[config.mk]
export PLATFORM = sky130hd
export DESIGN_NAME = jtag_tap_master
export DESIGN_NICKNAME = d
export VERILOG_FILES = /design/src/rtl/jtm_pkg.sv /design/src/rtl/jtm_datapath.sv /design/src/rtl/jtm_control.sv /design/src/rtl/jtag_tap_master.sv
export SDC_FILE = /design/constraint.sdc
export NUM_CORES = 1
export LEC_CHECK = 0
export BUFFER_PORTS_ARGS = -buffer_cell sky130_fd_sc_hd__buf_4
export CELL_PAD_IN_SITES_DETAIL_PLACEMENT = 0
export CELL_PAD_IN_SITES_GLOBAL_PLACEMENT = 1
export CORE_MARGIN = 1.5
export CORE_UTILIZATION = 40
export DETAILED_ROUTE_END_ITERATION = 8
export GPL_TIMING_DRIVEN = 0
export PLACE_DENSITY_LB_ADDON = 0.1
export RECOVER_POWER = 100
export SLEW_MARGIN = 20
export SYNTH_ARGS = -nofsm -noshare
export SYNTH_HDL_FRONTEND = slang
export SYNTH_SLANG_ARGS = --single-unit
export TNS_END_PERCENT = 20
[constraint.sdc]
create_clock -name clk -period 7.25 [get_ports clk]
set_clock_uncertainty 0.05 [all_clocks]
set_input_delay 2.175 -clock clk [delete_from_list [all_inputs] [get_ports clk]]
set_output_delay 2.175 -clock clk [all_outputs]
set_load 0.02 [all_outputs]
[src/rtl/jtm_pkg.sv]
package jtm_pkg;

  typedef enum logic [1:0] {
    OP_RESET = 2'd0,
    OP_IDLE  = 2'd1,
    OP_IR    = 2'd2,
    OP_DR    = 2'd3
  } jtmOp_e;

  // strobes from the sequencer to the pin datapath
  typedef struct packed {
    logic present;  // drive the next step's pin values
    logic tmsVal;   // mode-select value of that step
    logic useData;  // step is a shift step: tdi from the tx word, capture tdo
    logic loadTx;   // new command: load tx word, clear capture
  } jtmStrobe_t;

endpackage

[src/rtl/jtm_datapath.sv]
module jtm_datapath
  import jtm_pkg::*;
#(
  parameter int DATA_W   = 32,
  parameter int HALF_DIV = 4
) (
  input  logic              clk,
  input  logic              rstN,
  input  jtmStrobe_t        strb,
  input  logic              run,
  input  logic [DATA_W-1:0] txData,
  input  logic              tdo,
  output logic              tck,
  output logic              tms,
  output logic              tdi,
  output logic              riseEv,
  output logic              fallEv,
  output logic [DATA_W-1:0] rxData
);

  localparam int DIV_W = (HALF_DIV > 1) ? $clog2(HALF_DIV) : 1;
  localparam int IDX_W = (DATA_W > 1) ? $clog2(DATA_W) : 1;
  localparam logic [DIV_W-1:0] DIV_LAST = DIV_W'(HALF_DIV - 1);

  logic [DIV_W-1:0]  divCnt;
  logic [DATA_W-1:0] txSr;
  logic [IDX_W-1:0]  rxIdx;
  logic              capArm;
  logic              term;

  assign term   = run && (divCnt == DIV_LAST);
  assign riseEv = term && !tck;
  assign fallEv = term && tck;

  always_ff @(posedge clk) begin
    if (!rstN) begin
      divCnt <= '0;
      tck    <= 1'b0;
      tms    <= 1'b0;
      tdi    <= 1'b0;
      capArm <= 1'b0;
      txSr   <= '0;
      rxIdx  <= '0;
      rxData <= '0;
    end else begin
      if (strb.loadTx)   divCnt <= '0;
      else if (run)      divCnt <= term ? '0 : divCnt + DIV_W'(1);
      if (term)          tck <= ~tck;
      if (strb.present) begin
        tms    <= strb.tmsVal;
        tdi    <= strb.useData & txSr[0];
        capArm <= strb.useData;
      end
      if (strb.loadTx)                       txSr <= txData;
      else if (strb.present && strb.useData) txSr <= txSr >> 1;
      if (strb.loadTx) begin
        rxData <= '0;
        rxIdx  <= '0;
      end else if (riseEv && capArm) begin
        rxData[rxIdx] <= tdo;
        rxIdx         <= rxIdx + IDX_W'(1);
      end
    end
  end

  // pin values move only while the test clock is low
  p_tms_moves_low_r7: assert property (@(posedge clk) disable iff (!rstN)
    !$stable(tms) |-> !tck);
  p_tdi_moves_low_r7: assert property (@(posedge clk) disable iff (!rstN)
    !$stable(tdi) |-> !tck);

endmodule

[src/rtl/jtm_control.sv]
module jtm_control
  import jtm_pkg::*;
#(
  parameter int DATA_W = 32,
  parameter int LEN_W  = 16,
  parameter int IR_MAX = 32
) (
  input  logic             clk,
  input  logic             rstN,
  input  logic             cmdValid,
  input  logic [1:0]       cmdOp,
  input  logic [LEN_W-1:0] cmdLen,
  input  logic             fallEv,
  output jtmStrobe_t       strb,
  output logic             busy,
  output logic             done,
  output logic             error
);

  typedef enum logic [2:0] {PH_IDLE, PH_RST, PH_ENTRY, PH_SHIFT, PH_WAIT, PH_EXIT} phase_e;

  phase_e           phase, nextPhase, startPhase;
  logic [LEN_W-1:0] cnt, nextCnt, lastIdx, lenR;
  jtmOp_e           opR, opIn;
  logic             accept, cmdOk, isLast;

  function automatic logic tmsFor(phase_e ph, logic [LEN_W-1:0] c, jtmOp_e op,
                                  logic [LEN_W-1:0] len);
    case (ph)
      PH_RST:   return c < LEN_W'(5);
      PH_ENTRY: return (op == OP_IR) ? (c < LEN_W'(2)) : (c == '0);
      PH_SHIFT: return c == len - LEN_W'(1);
      PH_EXIT:  return c == '0;
      default:  return 1'b0;
    endcase
  endfunction

  assign opIn   = jtmOp_e'(cmdOp);
  assign accept = (phase == PH_IDLE) && cmdValid;
  assign busy   = (phase != PH_IDLE);

  always_comb begin
    case (opIn)
      OP_RESET: begin cmdOk = 1'b1;                                   startPhase = PH_RST;   end
      OP_IDLE:  begin cmdOk = (cmdLen != '0);                         startPhase = PH_WAIT;  end
      OP_IR:    begin cmdOk = (cmdLen != '0) && (cmdLen <= LEN_W'(IR_MAX)); startPhase = PH_ENTRY; end
      default:  begin cmdOk = (cmdLen != '0) && (cmdLen <= LEN_W'(DATA_W)); startPhase = PH_ENTRY; end
    endcase
  end

  always_comb begin
    case (phase)
      PH_RST:            lastIdx = LEN_W'(5);
      PH_ENTRY:          lastIdx = (opR == OP_IR) ? LEN_W'(3) : LEN_W'(2);
      PH_SHIFT, PH_WAIT: lastIdx = lenR - LEN_W'(1);
      PH_EXIT:           lastIdx = LEN_W'(1);
      default:           lastIdx = '0;
    endcase
    isLast  = (cnt == lastIdx);
    nextCnt = isLast ? '0 : cnt + LEN_W'(1);
    if (!isLast) nextPhase = phase;
    else begin
      case (phase)
        PH_ENTRY: nextPhase = PH_SHIFT;
        PH_SHIFT: nextPhase = PH_EXIT;
        default:  nextPhase = PH_IDLE;
      endcase
    end
  end

  always_comb begin
    strb = '0;
    if (accept && cmdOk) begin
      strb.present = 1'b1;
      strb.loadTx  = 1'b1;
      strb.tmsVal  = tmsFor(startPhase, '0, opIn, cmdLen);
    end else if (busy && fallEv && nextPhase != PH_IDLE) begin
      strb.present = 1'b1;
      strb.useData = (nextPhase == PH_SHIFT);
      strb.tmsVal  = tmsFor(nextPhase, nextCnt, opR, lenR);
    end
  end

  always_ff @(posedge clk) begin
    if (!rstN) begin
      phase <= PH_IDLE;
      cnt   <= '0;
      lenR  <= '0;
      opR   <= OP_RESET;
      done  <= 1'b0;
      error <= 1'b0;
    end else begin
      done  <= 1'b0;
      error <= 1'b0;
      if (accept) begin
        if (cmdOk) begin
          phase <= startPhase;
          cnt   <= '0;
          opR   <= opIn;
          lenR  <= cmdLen;
        end else begin
          done  <= 1'b1;
          error <= 1'b1;
        end
      end else if (busy && fallEv) begin
        phase <= nextPhase;
        cnt   <= nextCnt;
        if (nextPhase == PH_IDLE) done <= 1'b1;
      end
    end
  end

  // a refusal is always reported as a completion
  p_err_with_done_r6: assert property (@(posedge clk) disable iff (!rstN)
    error |-> done);
  // completion is only flagged once the sequencer is free
  p_done_not_busy_r9: assert property (@(posedge clk) disable iff (!rstN)
    done |-> !busy);

endmodule

[src/rtl/jtag_tap_master.sv]
module jtag_tap_master
  import jtm_pkg::*;
#(
  parameter int DATA_W   = 32,
  parameter int LEN_W    = 16,
  parameter int IR_MAX   = 32,
  parameter int HALF_DIV = 4
) (
  input  logic              clk,
  input  logic              rstN,
  input  logic              cmdValid,
  input  logic [1:0]        cmdOp,
  input  logic [LEN_W-1:0]  cmdLen,
  input  logic [DATA_W-1:0] cmdData,
  output logic              busy,
  output logic              done,
  output logic              error,
  output logic [DATA_W-1:0] rxData,
  output logic              tck,
  output logic              tms,
  output logic              tdi,
  input  logic              tdo
);

  jtmStrobe_t strb;
  logic       riseEv, fallEv;

  jtm_control #(.DATA_W(DATA_W), .LEN_W(LEN_W), .IR_MAX(IR_MAX)) uCtrl (
    .clk(clk), .rstN(rstN), .cmdValid(cmdValid), .cmdOp(cmdOp), .cmdLen(cmdLen),
    .fallEv(fallEv), .strb(strb), .busy(busy), .done(done), .error(error)
  );

  jtm_datapath #(.DATA_W(DATA_W), .HALF_DIV(HALF_DIV)) uPath (
    .clk(clk), .rstN(rstN), .strb(strb), .run(busy), .txData(cmdData), .tdo(tdo),
    .tck(tck), .tms(tms), .tdi(tdi), .riseEv(riseEv), .fallEv(fallEv), .rxData(rxData)
  );

  // the test clock is parked low whenever no command runs
  p_tck_parked_r7: assert property (@(posedge clk) disable iff (!rstN)
    !busy |-> !tck);

endmodule

==> flow_summary.ini <==
[placed_design]
io_buffers = 91
dp_hpwl_mm = 15.2
placed_area_um2 = 7870
gp_congestion = 0.877

[drt]
first_iter_violations = 488
post_drt_wl_per_cell_um = 16.8
highest_layer = met4
routed_wl_mm = 21.0
vias_per_cell = 5.63
drc = 0
vias = 7029
first_pass_iters = 5
wl_met2_mm = 9.96
postRouteAntennaNets = 0
drt-met1-wl_mm = 9.43
wl_met3_mm = 1.03

[clocking]
worstSkewPairLatency_ns = 0.42
cts_resized = 0
htreeDepth = 4
cts_root_buf = clkbuf_16
clk_pin_slew_ns = 0.06
post_cts_buffers = 0
cts_inserted_buffers = 17
clock_path_buffers = 2
cts_sinks = 114
hold_buffers = 0
cts_tree = built

[die]
die_h_um = 134
io_pins = 92
die_x_um = 134
start_util = 0.414
dieArea_um2 = 18100
num_rows = 47
fp.coreArea_um2 = 16700

[synth]
synth_top_family_by_area = compound AO/OA/AOI/OAI gates
yosysWarnings = 0
ys_types = 66
synthMuxAreaShare = 0.00869
synth_top_area_frac = 0.330
synth_seq_cells = 114
synthCells = 905
synth_top_cell_by_area = dfxtp_1
seq_area_frac_synth = 0.330
async_reset_ff_frac = 0
ys.flop_type = dfxtp_1
syn_area_um2 = 6910
synth_fa_ha_area_frac = 0.0127
yosys.area_share.simple = 0.260
syn_avg_cell_area_um2 = 7.63
synth_edf_count = 0
synth_compound_gate_area_share = 0.274
synth.area.top_cells = dfxtp_1 33%, nand2_1 8.8%, a21oi_1 5.9%
synth-xor-area-share = 0.0569
synth_nets = 966

[global_route]
grt_antenna_before_repair = 0
grt_max_degree = 17
grt_first_pass_wirelength_mm = 33.9
grt-ovfl-total = 0
grt_pass1_vias = 6558
grt_usage = 0.238

[sta]
slew-limit-headroom = 0.0904
slew_violations = 0
worst_slew_pin_slew_ns = 1.35
setup_violations = 0
rsz0062_at_grt = no
final.min_clock_period_ns = 5.56
holdWs_ns = 0.402
tns_ns = 0
fin_crit_sh = 0.767
final-hold-violation-count = 0
timing.fmax_ghz = 0.180

[run]
maxCapViolations = 0

[critical_path]
ff2ff_path_depth = 14
crit_fanout = 10
cp.arrival_ns = 5.82
cp-end-kind = flop
reg2reg_from = uCtrl.lenR[0]
worstPathRequired_ns = 7.52
r2r-end = uPath.txSr[2]
start_kind = flop
r2r_slack_ns = 1.69
path_class = reg -> reg

[final_layout]
multi_input_area_um2 = 4210
final_nets = 1076
final_area_um2 = 8340
fillers = 1752
register_area_um2 = 2280
drive_gt1_frac = 0.0885
area_growth_pct = 20.8
antenna_cells = 0

[power_and_ir_drop]
ir_drop_mv = 0.244
cellLeakagePower_nw = 2.89
power_per_cell_area_nw_per_um2 = 335

[hold_path]
hold_path_startpoint = uPath.rxData[12]
hp-class = reg -> reg
hold_depth = 2
min_to = uPath.rxData[12]

[outcome]
status = complete, no violations
## cells in the final DEF (no fill, tap or decap), types with 10 or more instances in the layout
cell | synthesis | layout
nor3_1 | 25 | 25
o21a_1 | 32 | 32
dfxtp_1 | 114 | 114
buf_4 | 0 | 50
a21boi_0 | 29 | 29
o21ai_0 | 22 | 22
xnor2_1 | 23 | 23
clkbuf_16 | 0 | 17
or4_1 | 10 | 10
nor2_1 | 35 | 35
nand4_1 | 11 | 11
nand2_1 | 162 | 162
nand3_1 | 50 | 50
xor2_1 | 14 | 14
a32o_1 | 31 | 31
clkbuf_1 | 80 | 123
nor2b_1 | 15 | 15
inv_1 | 12 | 12
a21oi_1 | 82 | 82
## critical path: stages, from the launching register on
cell and delay [ns]:
dfxtp_1 0.29, clkbuf_1 0.22, inv_1 0.16, ha_1 0.24, nor3b_1 0.61, xnor2_1 0.37
o22ai_1 0.14, a2111o_1 0.45, a2111o_1 0.47, nor4_1 1.05, xnor2_1 0.24, clkbuf_1 0.39
clkbuf_1 0.44, a21oi_1 0.14, o21a_1 0.18
## synthesized netlist by cell type (9+ instances only)
library cell	count
xor2_1	14
or4_1	10
nand4_1	11
o21a_1	32
inv_1	12
xnor2_1	23
nor2b_1	15
nand3_1	50
nor2_1	35
o21ai_0	22
a32o_1	31
nor3b_1	9
dfxtp_1	114
nor3_1	25
clkbuf_1	80
a21boi_0	29
a21oi_1	82
and3_1	9
nand2_1	162
## layout make-up
| cell class | count | area share |
|---|---|---|
| plain buffers | 89 | 0.0411 |
| clock buffers | 19 | 0.0543 |
| clock inverters | 13 | 0.0235 |
| inverters | 12 | 0.00540 |
| well taps | 220 | 0.0330 |
| flip-flops and latches | 114 | 0.274 |
| multi-input cells | 690 | 0.505 |
| repair buffers | 91 | 0.0643 |
## state kept, by name, indices dropped and copies added (netlist names), 2 cells and up
register,flops
uPath.rxIdx,5
uCtrl.phase,3
uCtrl.lenR,16
uCtrl.cnt,16
uPath.rxData,32
uPath.txSr,32
uCtrl.opR,2
uPath.divCnt,2
## kinds of logic (layout without fill, tap and decap cells)
kind of cell,after synthesis,count (layout)
AND/OR/NAND/NOR,369,369
AO/OA/AOI/OAI,268,268
flip-flops,114,114
buffers and inverters,101,224
XOR/XNOR,40,40
adder cells (fa/ha/maj),7,7
multiplexers,6,6
## metrics by stage
| step | total power, mW | setup WS (ns) | cells | utilization |
|---|---|---|---|---|
| after floorplan | 1.58 | 2.80 | 905 | - |
| after global placement | 1.93 | 1.71 | 1216 | 0.471 |
| after detailed placement | 1.92 | 2.02 | 1216 | 0.471 |
| after CTS | 2.85 | 2.46 | 1248 | 0.510 |
| after global routing | 2.95 | 1.17 | 1248 | 0.500 |
| final | 2.79 | 1.69 | 1248 | 0.500 |
## power by group
group          internal, mW  switching, mW
logic                 0.344          0.822
clock network         0.600          0.325
registers             0.672         0.0298
## worst max path at each step
stage / depth (start not counted) / start / slack, ns / end
final: 14 / uCtrl.lenR[0] / 1.69 / uPath.txSr[2]
after detailed placement: 9 / cmdLen[9] / 2.02 / uCtrl.phase[2]
after global placement: 9 / cmdLen[1] / 1.71 / uCtrl.phase[0]
after global routing: 14 / uCtrl.lenR[0] / 1.17 / uPath.txSr[1]
after floorplan: 8 / cmdLen[1] / 2.80 / uCtrl.phase[0]
after CTS: 9 / cmdLen[9] / 2.46 / uCtrl.phase[2]
## routing by layer
metal,up-vias,track usage
met5,-,0
met4,0,0.104
met3,32,0.0514
met2,178,0.390
met1,3312,0.301
li1,3507,-
Power figures use the tool's default switching activity.
